File: config.mk
export PLATFORM = sky130hd
export DESIGN_NAME = pair_issue_ctl
export DESIGN_NICKNAME = d
export VERILOG_FILES = /design/src/rtl/pair_issue_pkg.sv /design/src/rtl/pair_issue_dec.sv /design/src/rtl/pair_issue_ldcmp.sv /design/src/rtl/pair_issue_ctl.sv
export SDC_FILE = /design/constraint.sdc
export NUM_CORES = 1
export LEC_CHECK = 0
export CAP_MARGIN = 5
export CORE_MARGIN = 1.5
export CORE_UTILIZATION = 65
export CTS_BUF_LIST = sky130_fd_sc_hd__clkbuf_8
export DETAILED_ROUTE_END_ITERATION = 7
export DONT_BUFFER_PORTS = 1
export PLACE_DENSITY = 0.81
export SETUP_SLACK_MARGIN = 0.15
export SYNTH_ARGS = -nofsm -noshare
export SYNTH_HDL_FRONTEND = slang
export SYNTH_HIERARCHICAL = 1
export SYNTH_SLANG_ARGS = --single-unit
export TNS_END_PERCENT = 5
File: constraint.sdc
create_clock -name clk -period 5.1 [get_ports clk]
set_input_delay 1.02 -clock clk [delete_from_list [all_inputs] [get_ports clk]]
set_output_delay 1.02 -clock clk [all_outputs]
set_load 0.03 [all_outputs]
File: src/rtl/pair_issue_pkg.sv
package pair_issue_pkg;

    localparam int INSTR_W = 32;
    localparam int OP_W    = 6;
    localparam int REG_W   = 5;
    localparam int FETCH_W = 2 * INSTR_W;
    localparam int RS_HI   = INSTR_W - OP_W - 1;
    localparam int RT_HI   = RS_HI - REG_W;

    localparam logic [OP_W-1:0] OPC_LD_INT = 6'h23;
    localparam logic [OP_W-1:0] OPC_LD_FP  = 6'h31;
    localparam logic [OP_W-1:0] OPC_ST_INT = 6'h2B;
    localparam logic [OP_W-1:0] OPC_ST_FP  = 6'h39;
    localparam logic [OP_W-1:0] OPC_FPU    = 6'h11;

    typedef logic [INSTR_W-1:0] instr_t;
    typedef logic [REG_W-1:0]   reg_t;

    // decoded view of one instruction
    typedef struct packed {
        logic fp_class;
        logic is_load;
        logic dst_fp;
        reg_t dst;
        logic src1_fp;
        reg_t src1;
        logic src2_used;
        logic src2_fp;
        reg_t src2;
    } dec_t;

    // load issued in the previous cycle
    typedef struct packed {
        logic vld;
        logic fp;
        reg_t r;
    } ldtag_t;

    typedef struct packed {
        logic   held_vld;
        instr_t held;
        ldtag_t ld;
    } state_t;

    function automatic dec_t decode_instr(input instr_t i);
        dec_t d;
        logic [OP_W-1:0] op;
        op          = i[INSTR_W-1 -: OP_W];
        d.fp_class  = 1'b0;
        d.is_load   = 1'b0;
        d.dst_fp    = 1'b0;
        d.dst       = i[RT_HI -: REG_W];
        d.src1_fp   = 1'b0;
        d.src1      = i[RS_HI -: REG_W];
        d.src2_used = 1'b1;
        d.src2_fp   = 1'b0;
        d.src2      = i[RT_HI -: REG_W];
        case (op)
            OPC_LD_INT: begin
                d.is_load   = 1'b1;
                d.src2_used = 1'b0;
            end
            OPC_LD_FP: begin
                d.is_load   = 1'b1;
                d.dst_fp    = 1'b1;
                d.src2_used = 1'b0;
            end
            OPC_ST_FP: d.src2_fp = 1'b1;
            OPC_FPU: begin
                d.fp_class = 1'b1;
                d.src1_fp  = 1'b1;
                d.src2_fp  = 1'b1;
            end
            default: ;
        endcase
        return d;
    endfunction

    function automatic ldtag_t load_tag(input logic issued, input dec_t d);
        ldtag_t t;
        t.vld = issued & d.is_load;
        t.fp  = d.dst_fp;
        t.r   = d.dst;
        return t;
    endfunction

    function automatic logic load_hit(input ldtag_t t, input dec_t d);
        logic h1;
        logic h2;
        h1 = (d.src1 == t.r) && (d.src1_fp == t.fp);
        h2 = d.src2_used && (d.src2 == t.r) && (d.src2_fp == t.fp);
        return t.vld && (h1 || h2);
    endfunction

endpackage

File: src/rtl/pair_issue_dec.sv
module pair_issue_dec
    import pair_issue_pkg::*;
(
    input  instr_t instr,
    output dec_t   dec
);
    always_comb dec = decode_instr(instr);
endmodule

File: src/rtl/pair_issue_ldcmp.sv
module pair_issue_ldcmp
    import pair_issue_pkg::*;
(
    input  ldtag_t tag,
    input  dec_t   consumer,
    output logic   hit
);
    always_comb hit = load_hit(tag, consumer);
endmodule

File: src/rtl/pair_issue_ctl.sv
module pair_issue_ctl
    import pair_issue_pkg::*;
#(
    parameter int N_DEC = 3
) (
    input  logic               clk,
    input  logic               rst_n,
    input  logic               fetch_valid,
    input  logic [FETCH_W-1:0] fetch_word,
    output logic               fetch_hold,
    output logic               issue0_vld,
    output logic [INSTR_W-1:0] issue0_instr,
    output logic               issue1_vld,
    output logic [INSTR_W-1:0] issue1_instr
);
    localparam int D_HELD  = 0;
    localparam int D_LEFT  = 1;
    localparam int D_RIGHT = 2;

    state_t st_q, st_d;
    instr_t src_a [N_DEC];
    dec_t   dec_a [N_DEC];
    ldtag_t left_tag;
    logic   hit_held_prev, hit_left_prev, hit_right_prev, hit_right_left;

    always_comb begin
        src_a[D_HELD]  = st_q.held;
        src_a[D_LEFT]  = fetch_word[FETCH_W-1 -: INSTR_W];
        src_a[D_RIGHT] = fetch_word[INSTR_W-1:0];
    end

    for (genvar g = 0; g < N_DEC; g++) begin : g_dec
        pair_issue_dec u_dec (.instr(src_a[g]), .dec(dec_a[g]));
    end

    always_comb left_tag = load_tag(1'b1, dec_a[D_LEFT]);

    pair_issue_ldcmp u_cmp_held  (.tag(st_q.ld),  .consumer(dec_a[D_HELD]),  .hit(hit_held_prev));
    pair_issue_ldcmp u_cmp_left  (.tag(st_q.ld),  .consumer(dec_a[D_LEFT]),  .hit(hit_left_prev));
    pair_issue_ldcmp u_cmp_right (.tag(st_q.ld),  .consumer(dec_a[D_RIGHT]), .hit(hit_right_prev));
    pair_issue_ldcmp u_cmp_pair  (.tag(left_tag), .consumer(dec_a[D_RIGHT]), .hit(hit_right_left));

    always_comb begin
        st_d         = st_q;
        st_d.ld      = '0;
        fetch_hold   = 1'b0;
        issue0_vld   = 1'b0;
        issue1_vld   = 1'b0;
        issue0_instr = src_a[D_LEFT];
        issue1_instr = src_a[D_RIGHT];
        if (st_q.held_vld) begin
            // parked instruction drains alone, fetch word waits
            fetch_hold   = 1'b1;
            issue0_instr = st_q.held;
            if (!hit_held_prev) begin
                issue0_vld    = 1'b1;
                st_d.held_vld = 1'b0;
                st_d.ld       = load_tag(1'b1, dec_a[D_HELD]);
            end
        end else if (fetch_valid) begin
            if (hit_left_prev) begin
                fetch_hold = 1'b1;
            end else begin
                issue0_vld = 1'b1;
                st_d.ld    = left_tag;
                if (!dec_a[D_LEFT].fp_class && dec_a[D_RIGHT].fp_class &&
                    !hit_right_left && !hit_right_prev) begin
                    issue1_vld = 1'b1;
                end else begin
                    st_d.held_vld = 1'b1;
                    st_d.held     = src_a[D_RIGHT];
                end
            end
        end
    end

    always_ff @(posedge clk) begin
        if (!rst_n) st_q <= '0;
        else        st_q <= st_d;
    end

endmodule

==> flow_summary.json, run 1 <==
{
  "area_growth_pct": -15.3,
  "cts-buffers-inserted": 5,
  "fmax_mhz": 245,
  "cp.depth": 7,
  "cts.sink_count": 40,
  "finClkSkew_ns": 0.00683,
  "drv_slew": 0,
  "die_w_um": 74.5,
  "grt_pass1_wl_um": 9470,
  "start_util": 0.690,
  "p_leak_nw": 1.06,
  "cts_setup_buffers": 0,
  "n_antenna_cell": 0,
  "pre_cts_slack_ns": 1.01,
  "cts_resized": 0,
  "ant_nets": 0,
  "grtUsageMet3": 0.0488,
  "required_ns": 4.08,
  "tightest_slew_ns": 1.02,
  "firstDrtPassIters": 4,
  "grtUsageMet2": 0.403,
  "core_mm2": 0.00482,
  "worst_slack_ns": 1.02,
  "use_met1": 0.256,
  "fillCellCount": 485,
  "drv_cap": 0,
  "power.density_mw_per_mm2": 262,
  "yosysWarnings": 6,
  "drcViolationCount": 0,
  "gr-total-overflow": 0,
  "min_path_cells": 2,
  "routed_wl_um": 6370,
  "period_minus_slack_ns": 4.08,
  "slew-limit-headroom": 0.317,
  "rsz0062_at_grt": "false",
  "drtIter0Drc": 93,
  "die_height_um": 74.5,
  "finalHoldViolations": 0,
  "ios": 134,
  "setup_viol": 0,
  "cts_tree": "built",
  "path_max_fanout": 4,
  "slowest_delay_ns": 0.54,
  "run_status": "finished, final reports clean",
  "crit_slowest_cell": "nor4_1",
  "root_buffer": "clkbuf_8",
  "synth_nets": 447,
  "dieArea_mm2": 0.00555,
  "dr_total_vias": 2116,
  "grt_pass1_vias": 2051,
  "max-clock-path-buffers": 2,
  "routedWlPerCell_um": 17.5,
  "port_buffers": 0,
  "dpl.hpwl_um": 4630,
  "drive_gt1_frac": 0.155,
  "cp_top_family": "simple AND/OR/NAND/NOR gates",
  "worstSetupStartpointType": "primary input",
  "period_share": 0.800,
  "gp_congestion": 0.928,
  "tns_ns": 0,
  "final_nets": 363,
  "grt_max_degree": 73,
  "std_cell_rows": 25,
  "clkLatencyLatePin_ns": 0.29,
  "syn-cell-area_mm2": 0.00333,
  "clk_pin_slew_ns": 0.07,
  "rr_worst_depth": 6,
  "vias_per_cell": 5.81,
  "cp_cell_sequence": "nand3b_1, nor4_1, xnor2_1, nand4_1, o22ai_1, or4b_4, nor2_1",
  "track_usage": 0.228,
  "antenna_found_initial": 0,
  "hold_class": "flop to flop",
  "critPathBufInv": 0,
  "synthesis.area_per_instance_um2": 8.75,
  "holdBufCountCts": 0,
  "htreeDepth": 2,
  "worstPathArrival_ns": 3.06,
  "endpoint_kind": "output port",
  "critPathKind": "primary input to output port",
  "top_usage_layer": "met2",
  "synthCells": 380,
  "ir_worst_vdd_mv": 0.116
}
## final cells by class
type                    instances  area [µm²]  share of cell area
inverters                       1        3.75             0.00133
well taps                      67        83.8              0.0298
clock buffers                   6        82.6              0.0293
clock inverters                 2        7.51             0.00267
flip-flops and latches         40         802               0.285
multi-input cells             248        1840               0.652
## final timing paths
check	start	slack [ns]	endpoint
max reg2reg	st_q[5]$_SDFF_PN0_	2.33	src_a[67]$_SDFFE_PN0P_
max	fetch_word[27]	1.02	issue1_vld
min	src_a[66]$_SDFFE_PN0P_	0.46	src_a[66]$_SDFFE_PN0P_
min reg2reg	src_a[66]$_SDFFE_PN0P_	0.46	src_a[66]$_SDFFE_PN0P_
## report_power, final
part           switching (mW)  internal (mW)  total, mW  leakage (nW)
Sequential             0.0255          0.332      0.357         0.329
Combinational          0.0934         0.0715      0.165         0.673
Clock                   0.109          0.106      0.215        0.0538
## worst reg2reg max path: stages, from the launching register on
cell and delay [ns]:
dfxtp_1 0.53, xor2_1 0.11, or4_1 0.54, o22ai_1 0.22, or4b_4 0.17, and2_2 0.81, mux2i_1 0.32
## layout by cell type (no fill, tap or decap), types with 3 or more instances in the layout
cell type  instances
inv_1              3
nor2b_1           10
mux2i_1           32
o22ai_1            4
mux2_2            32
dfxtp_1           39
nand2_1           68
nor3b_2            3
nor4_1             3
xnor2_1           36
xor2_1            18
a22oi_1            7
clkbuf_8           6
nand3_1           11
nor3_1             3
nand3b_1           3
or4_1              4
nand4_1            4
## sequential cells by signal, summed over array words and instances, names as in the netlist
register  count
src_a        32
st_q          8
## layer usage
| metal | vias up | routed length [µm] |
|---|---|---|
| met2 | 91 | 3140 |
| met3 | 15 | 472 |
| met5 | - | 0 |
| met4 | 0 | 189 |
| met1 | 983 | 2580 |
| li1 | 1027 | - |
## stage by stage
step / hold slack [ns] / instances / instance area [µm²] / power (mW) / utilization
6_report: 0.457 / 364 / 2820 / 0.737 / 0.585
5_1_grt: 0.480 / 364 / 2820 / 0.771 / 0.585
4_1_cts: 0.460 / 364 / 2820 / 0.745 / 0.585
3_5_place_dp: 0.446 / 356 / 2730 / 0.530 / 0.566
3_3_place_gp: 0.438 / 356 / 2730 / 0.526 / 0.566
2_1_floorplan: 0.431 / 380 / 3330 / 0.599 / -
Power figures use the tool's default switching activity.
==> inputs of run 2 (changes only) <==
Settings changed: CORE_UTILIZATION 65 to 60, PLACE_DENSITY 0.81 to 0.79.
Clock period 5.1 ns to 3.4 ns, I/O delays scaled along.
==> flow_summary.json, run 2 (same netlist as run 1, synthesis figures left out) <==
{
  "std_cell_rows": 26,
  "endpoint_kind": "output port",
  "pwr-share-seq": 0.472,
  "ir_worst_vdd_mv": 0.185,
  "drtIter0Drc": 94,
  "track_usage": 0.214,
  "finalHoldViolations": 0,
  "n_antenna_cell": 0,
  "grt_max_degree": 73,
  "dieArea_mm2": 0.00600,
  "slew-limit-headroom": 0.724,
  "post-route-util": 0.554,
  "p_sw_mw": 0.351,
  "critPathBufInv": 0,
  "area_growth_pct": -12.8,
  "port_buffers": 0,
  "cts_tree": "built",
  "clk_pin_slew_ns": 0.07,
  "startpoint": "fetch_word[59]",
  "drcViolationCount": 0,
  "regArea_um2": 802,
  "hold_class": "flop to flop",
  "largest_reg_flops": 32,
  "holdWs_ns": 0.459,
  "antenna_found_initial": 0,
  "run_status": "finished, final reports clean",
  "cts-buffers-inserted": 5,
  "rsz0062_at_grt": "true",
  "ios": 134,
  "fillCellCount": 483,
  "cts.sink_count": 40,
  "drv_slew": 0,
  "hp-start": "src_a[68]$_SDFFE_PN0P_",
  "placed_cells": 364,
  "drive_gt1_frac": 0.185,
  "path_max_fanout": 10,
  "period_minus_slack_ns": 3.20,
  "max-clock-path-buffers": 2,
  "internal_power_mw": 0.773,
  "cts_resized": 1,
  "die_height_um": 77.5,
  "grt_pass1_wl_um": 10100,
  "reg2reg_from": "st_q[5]$_SDFF_PN0_",
  "tns_ns": 0,
  "worstSetupStartpointType": "primary input",
  "htreeDepth": 2,
  "routed_wl_um": 6360,
  "holdBufCountCts": 0,
  "gp_congestion": 0.873,
  "ant_nets": 0,
  "clockPowerShare": 0.295,
  "fmax_mhz": 312,
  "vias_per_cell": 5.79,
  "slowest_delay_ns": 0.54,
  "multiInputGateArea_mm2": 0.00185,
  "cp_cell_sequence": "nand3b_1, nor3_1, xor2_1, or4_1, o22ai_2, nor3b_4, or2_2",
  "power.total_mw": 1.12,
  "cts_setup_buffers": 0,
  "routedWlPerCell_um": 17.1,
  "gr-total-overflow": 0,
  "crit_slowest_cell": "or4_1",
  "grt_pass1_vias": 2051,
  "setup_viol": 0,
  "worstPathArrival_ns": 2.52,
  "power.density_mw_per_mm2": 388,
  "required_ns": 2.72,
  "root_buffer": "clkbuf_8",
  "drv_cap": 0,
  "period_share": 0.942,
  "pwr-share-comb": 0.233,
  "critPathKind": "primary input to output port",
  "firstDrtPassIters": 6,
  "dr_total_vias": 2154,
  "switching_share": 0.312,
  "finClkSkew_ns": 0.0113,
  "cp_top_family": "simple AND/OR/NAND/NOR gates",
  "final_common_cell": "nand2_1",
  "final_nets": 368,
  "tightest_slew_ns": 0.414,
  "p_leak_nw": 1.09,
  "core_mm2": 0.00524,
  "final_cell_count_no_fill": 372,
  "dpl.hpwl_um": 4700,
  "start_util": 0.635,
  "final_cell_mix": "nand2_1 (68), dfxtp_1 (39), xnor2_1 (36), mux2_2 (32), mux2i_1 (32)",
  "clkLatencyLatePin_ns": 0.30,
  "die_w_um": 77.5
}
[run 2: final timing paths]
| check | to | slack (ns) | depth (start not counted) |
|---|---|---|---|
| max | issue0_vld | 0.20 | 7 |
| min | src_a[68]$_SDFFE_PN0P_ | 0.46 | 2 |
| max reg2reg | src_a[70]$_SDFFE_PN0P_ | 1.03 | 7 |
| min reg2reg | src_a[68]$_SDFFE_PN0P_ | 0.46 | 2 |
[run 2: power by group through the flow]
stage / Combinational, mW / Sequential (mW) / Clock [mW]
finish: 0.261 / 0.531 / 0.332
global route: 0.280 / 0.535 / 0.367
CTS: 0.263 / 0.530 / 0.342
detailed placement: 0.262 / 0.541 / 0
global placement: 0.257 / 0.540 / 0
floorplan: 0.370 / 0.528 / 0
[run 2: area by class of cell]
cell class                      instances  area share
Tap cell                               70      0.0302
Multi-Input combinational cell        248       0.638
Clock inverter                          2     0.00345
Clock buffer                            6      0.0285
Timing Repair Buffer                    5      0.0216
Sequential cell                        40       0.277
Inverter                                1     0.00129
[run 2: worst min-delay path, stage by stage, from the launching register on]
cell and delay, ns:
dfxtp_1 0.31, nand2_1 0.05, mux2i_1 0.05
[run 2: metal layers]
layer	up-vias	routed length, µm	GRT usage
li1	1034	-	-
met1	1009	2640	0.251
met2	98	3170	0.372
met3	13	429	0.0588
met4	0	122	0.0782
met5	-	0	0
[run 2: per-stage QoR]
step,area (µm²),setup WS [ns]
3_3_place_gp,2790,0.201
5_1_grt,2900,0.0752
3_5_place_dp,2790,0.166
4_1_cts,2890,0.212
2_1_floorplan,3330,0.254
6_report,2900,0.197
==> inputs of run 3 (changes only) <==
Settings changed: CORE_UTILIZATION 60 to 65, PLACE_DENSITY 0.79 to 0.81, REMOVE_ABC_BUFFERS set to 1.
Clock period 3.4 ns to 3.9 ns, I/O delays scaled along.
==> flow_summary.json, run 3 (same netlist as run 1, synthesis figures left out) <==
{
  "drive_gt1_frac": 0.167,
  "finClkSkew_ns": 0.00516,
  "hold_class": "flop to flop",
  "p_leak_nw": 1.08,
  "path_max_fanout": 10,
  "pwr-share-seq": 0.458,
  "slew-limit-headroom": 0.428,
  "final_common_cell": "nand2_1",
  "period_minus_slack_ns": 3.54,
  "dpl.hpwl_um": 4690,
  "final_nets": 366,
  "routed_wl_um": 6410,
  "finalHoldViolations": 0,
  "cts.sink_count": 40,
  "switching_share": 0.297,
  "holdBufCountCts": 0,
  "antenna_found_initial": 0,
  "post-route-util": 0.596,
  "fillCellCount": 440,
  "n_antenna_cell": 0,
  "tns_ns": 0,
  "reg2reg_from": "st_q[5]$_SDFF_PN0_",
  "cts_tree": "built",
  "required_ns": 3.12,
  "worst_slack_ns": 0.357,
  "die_w_um": 74.5,
  "vias_per_cell": 5.73,
  "p_sw_mw": 0.302,
  "worstSetupEndpoint": "issue0_vld",
  "area_growth_pct": -13.7,
  "r2r_slack_ns": 1.44,
  "cts_resized": 0,
  "max-clock-path-buffers": 2,
  "worstPathArrival_ns": 2.76,
  "rr_worst_depth": 7,
  "track_usage": 0.233,
  "start_util": 0.690,
  "largest_reg_flops": 32,
  "period_share": 0.908,
  "power.density_mw_per_mm2": 355,
  "firstDrtPassIters": 4,
  "dr_total_vias": 2102,
  "core_mm2": 0.00482,
  "internal_power_mw": 0.717,
  "drcViolationCount": 0,
  "ios": 134,
  "clk_pin_slew_ns": 0.08,
  "pre_cts_slack_ns": 0.373,
  "gr-total-overflow": 0,
  "placed_cells": 359,
  "port_buffers": 0,
  "cts_setup_buffers": 0,
  "tightest_slew_ns": 0.858,
  "drv_slew": 0,
  "gp_congestion": 0.826,
  "routedWlPerCell_um": 17.5,
  "pwr-share-comb": 0.213,
  "worstSetupStartpointType": "primary input",
  "rsz0062_at_grt": "false",
  "final_cell_mix": "nand2_1 (68), dfxtp_1 (39), xnor2_1 (36), mux2_2 (32), mux2i_1 (32)",
  "endpoint_kind": "output port",
  "clockPowerShare": 0.329,
  "dieArea_mm2": 0.00555,
  "fmax_mhz": 282,
  "ir_worst_vdd_mv": 0.210,
  "grt_pass1_vias": 2003,
  "critPathKind": "primary input to output port",
  "final_cell_count_no_fill": 367,
  "root_buffer": "clkbuf_8",
  "drv_cap": 0,
  "grt_max_degree": 73,
  "r2r-end": "st_q[39]$_SDFF_PN0_",
  "run_status": "finished, final reports clean",
  "std_cell_rows": 25,
  "ant_nets": 0,
  "cts-buffers-inserted": 5,
  "drtIter0Drc": 112,
  "htreeDepth": 2,
  "grt_pass1_wl_um": 9760,
  "startpoint": "fetch_word[59]",
  "clkLatencyLatePin_ns": 0.29,
  "setup_viol": 0,
  "die_height_um": 74.5
}
==> run 3: area by class of cell <==
class	count	area, µm²	share of cell area
multi-input cells	248	1840	0.640
clock inverters	3	38.8	0.0135
clock buffers	5	68.8	0.0240
well taps	67	83.8	0.0292
repair buffers	3	35.0	0.0122
inverters	1	3.75	0.00131
flip-flops and latches	40	802	0.280
==> run 3: how the worst min path moves through the flow <==
stage	from	to	slack (ns)	cells after the start
after detailed placement	src_a[65]$_SDFFE_PN0P_	src_a[65]$_SDFFE_PN0P_	0.45	2
after global placement	src_a[76]$_SDFFE_PN0P_	src_a[76]$_SDFFE_PN0P_	0.44	2
after CTS	src_a[65]$_SDFFE_PN0P_	src_a[65]$_SDFFE_PN0P_	0.46	2
after global routing	src_a[73]$_SDFFE_PN0P_	src_a[73]$_SDFFE_PN0P_	0.48	2
final	src_a[65]$_SDFFE_PN0P_	src_a[65]$_SDFFE_PN0P_	0.46	2
after floorplan	src_a[64]$_SDFFE_PN0P_	src_a[64]$_SDFFE_PN0P_	0.43	2
==> run 3: per-stage QoR <==
stage | hold WS (ns) | total power [mW] | area [µm²]
finish | 0.459 | 1.02 | 2870
detailed placement | 0.448 | 0.693 | 2760
global route | 0.475 | 1.06 | 2870
CTS | 0.459 | 1.03 | 2870
floorplan | 0.431 | 0.664 | 2640
global placement | 0.438 | 0.687 | 2760
==> run 3: routing by layer <==
metal,part of all wire,vias up,global-route usage
met5,0,-,0
met4,0.023,0,0.0970
met3,0.080,16,0.0664
met2,0.49,98,0.410
met1,0.40,954,0.264
li1,-,1034,-
==> run 3: power by group through the flow <==
stage	clock network (mW)	registers (mW)	logic [mW]
detailed placement	0	0.476	0.217
CTS	0.343	0.467	0.218
floorplan	0	0.467	0.196
finish	0.335	0.467	0.217
global placement	0	0.474	0.213
global route	0.358	0.471	0.231
==> run 3: critical path, stage by stage <==
cell      delay (ns)
nand3b_1        0.19
nor3_1          0.28
xor2_1          0.11
or4_1           0.54
o22ai_1         0.30
nor3b_4         0.13
or2_2           0.44
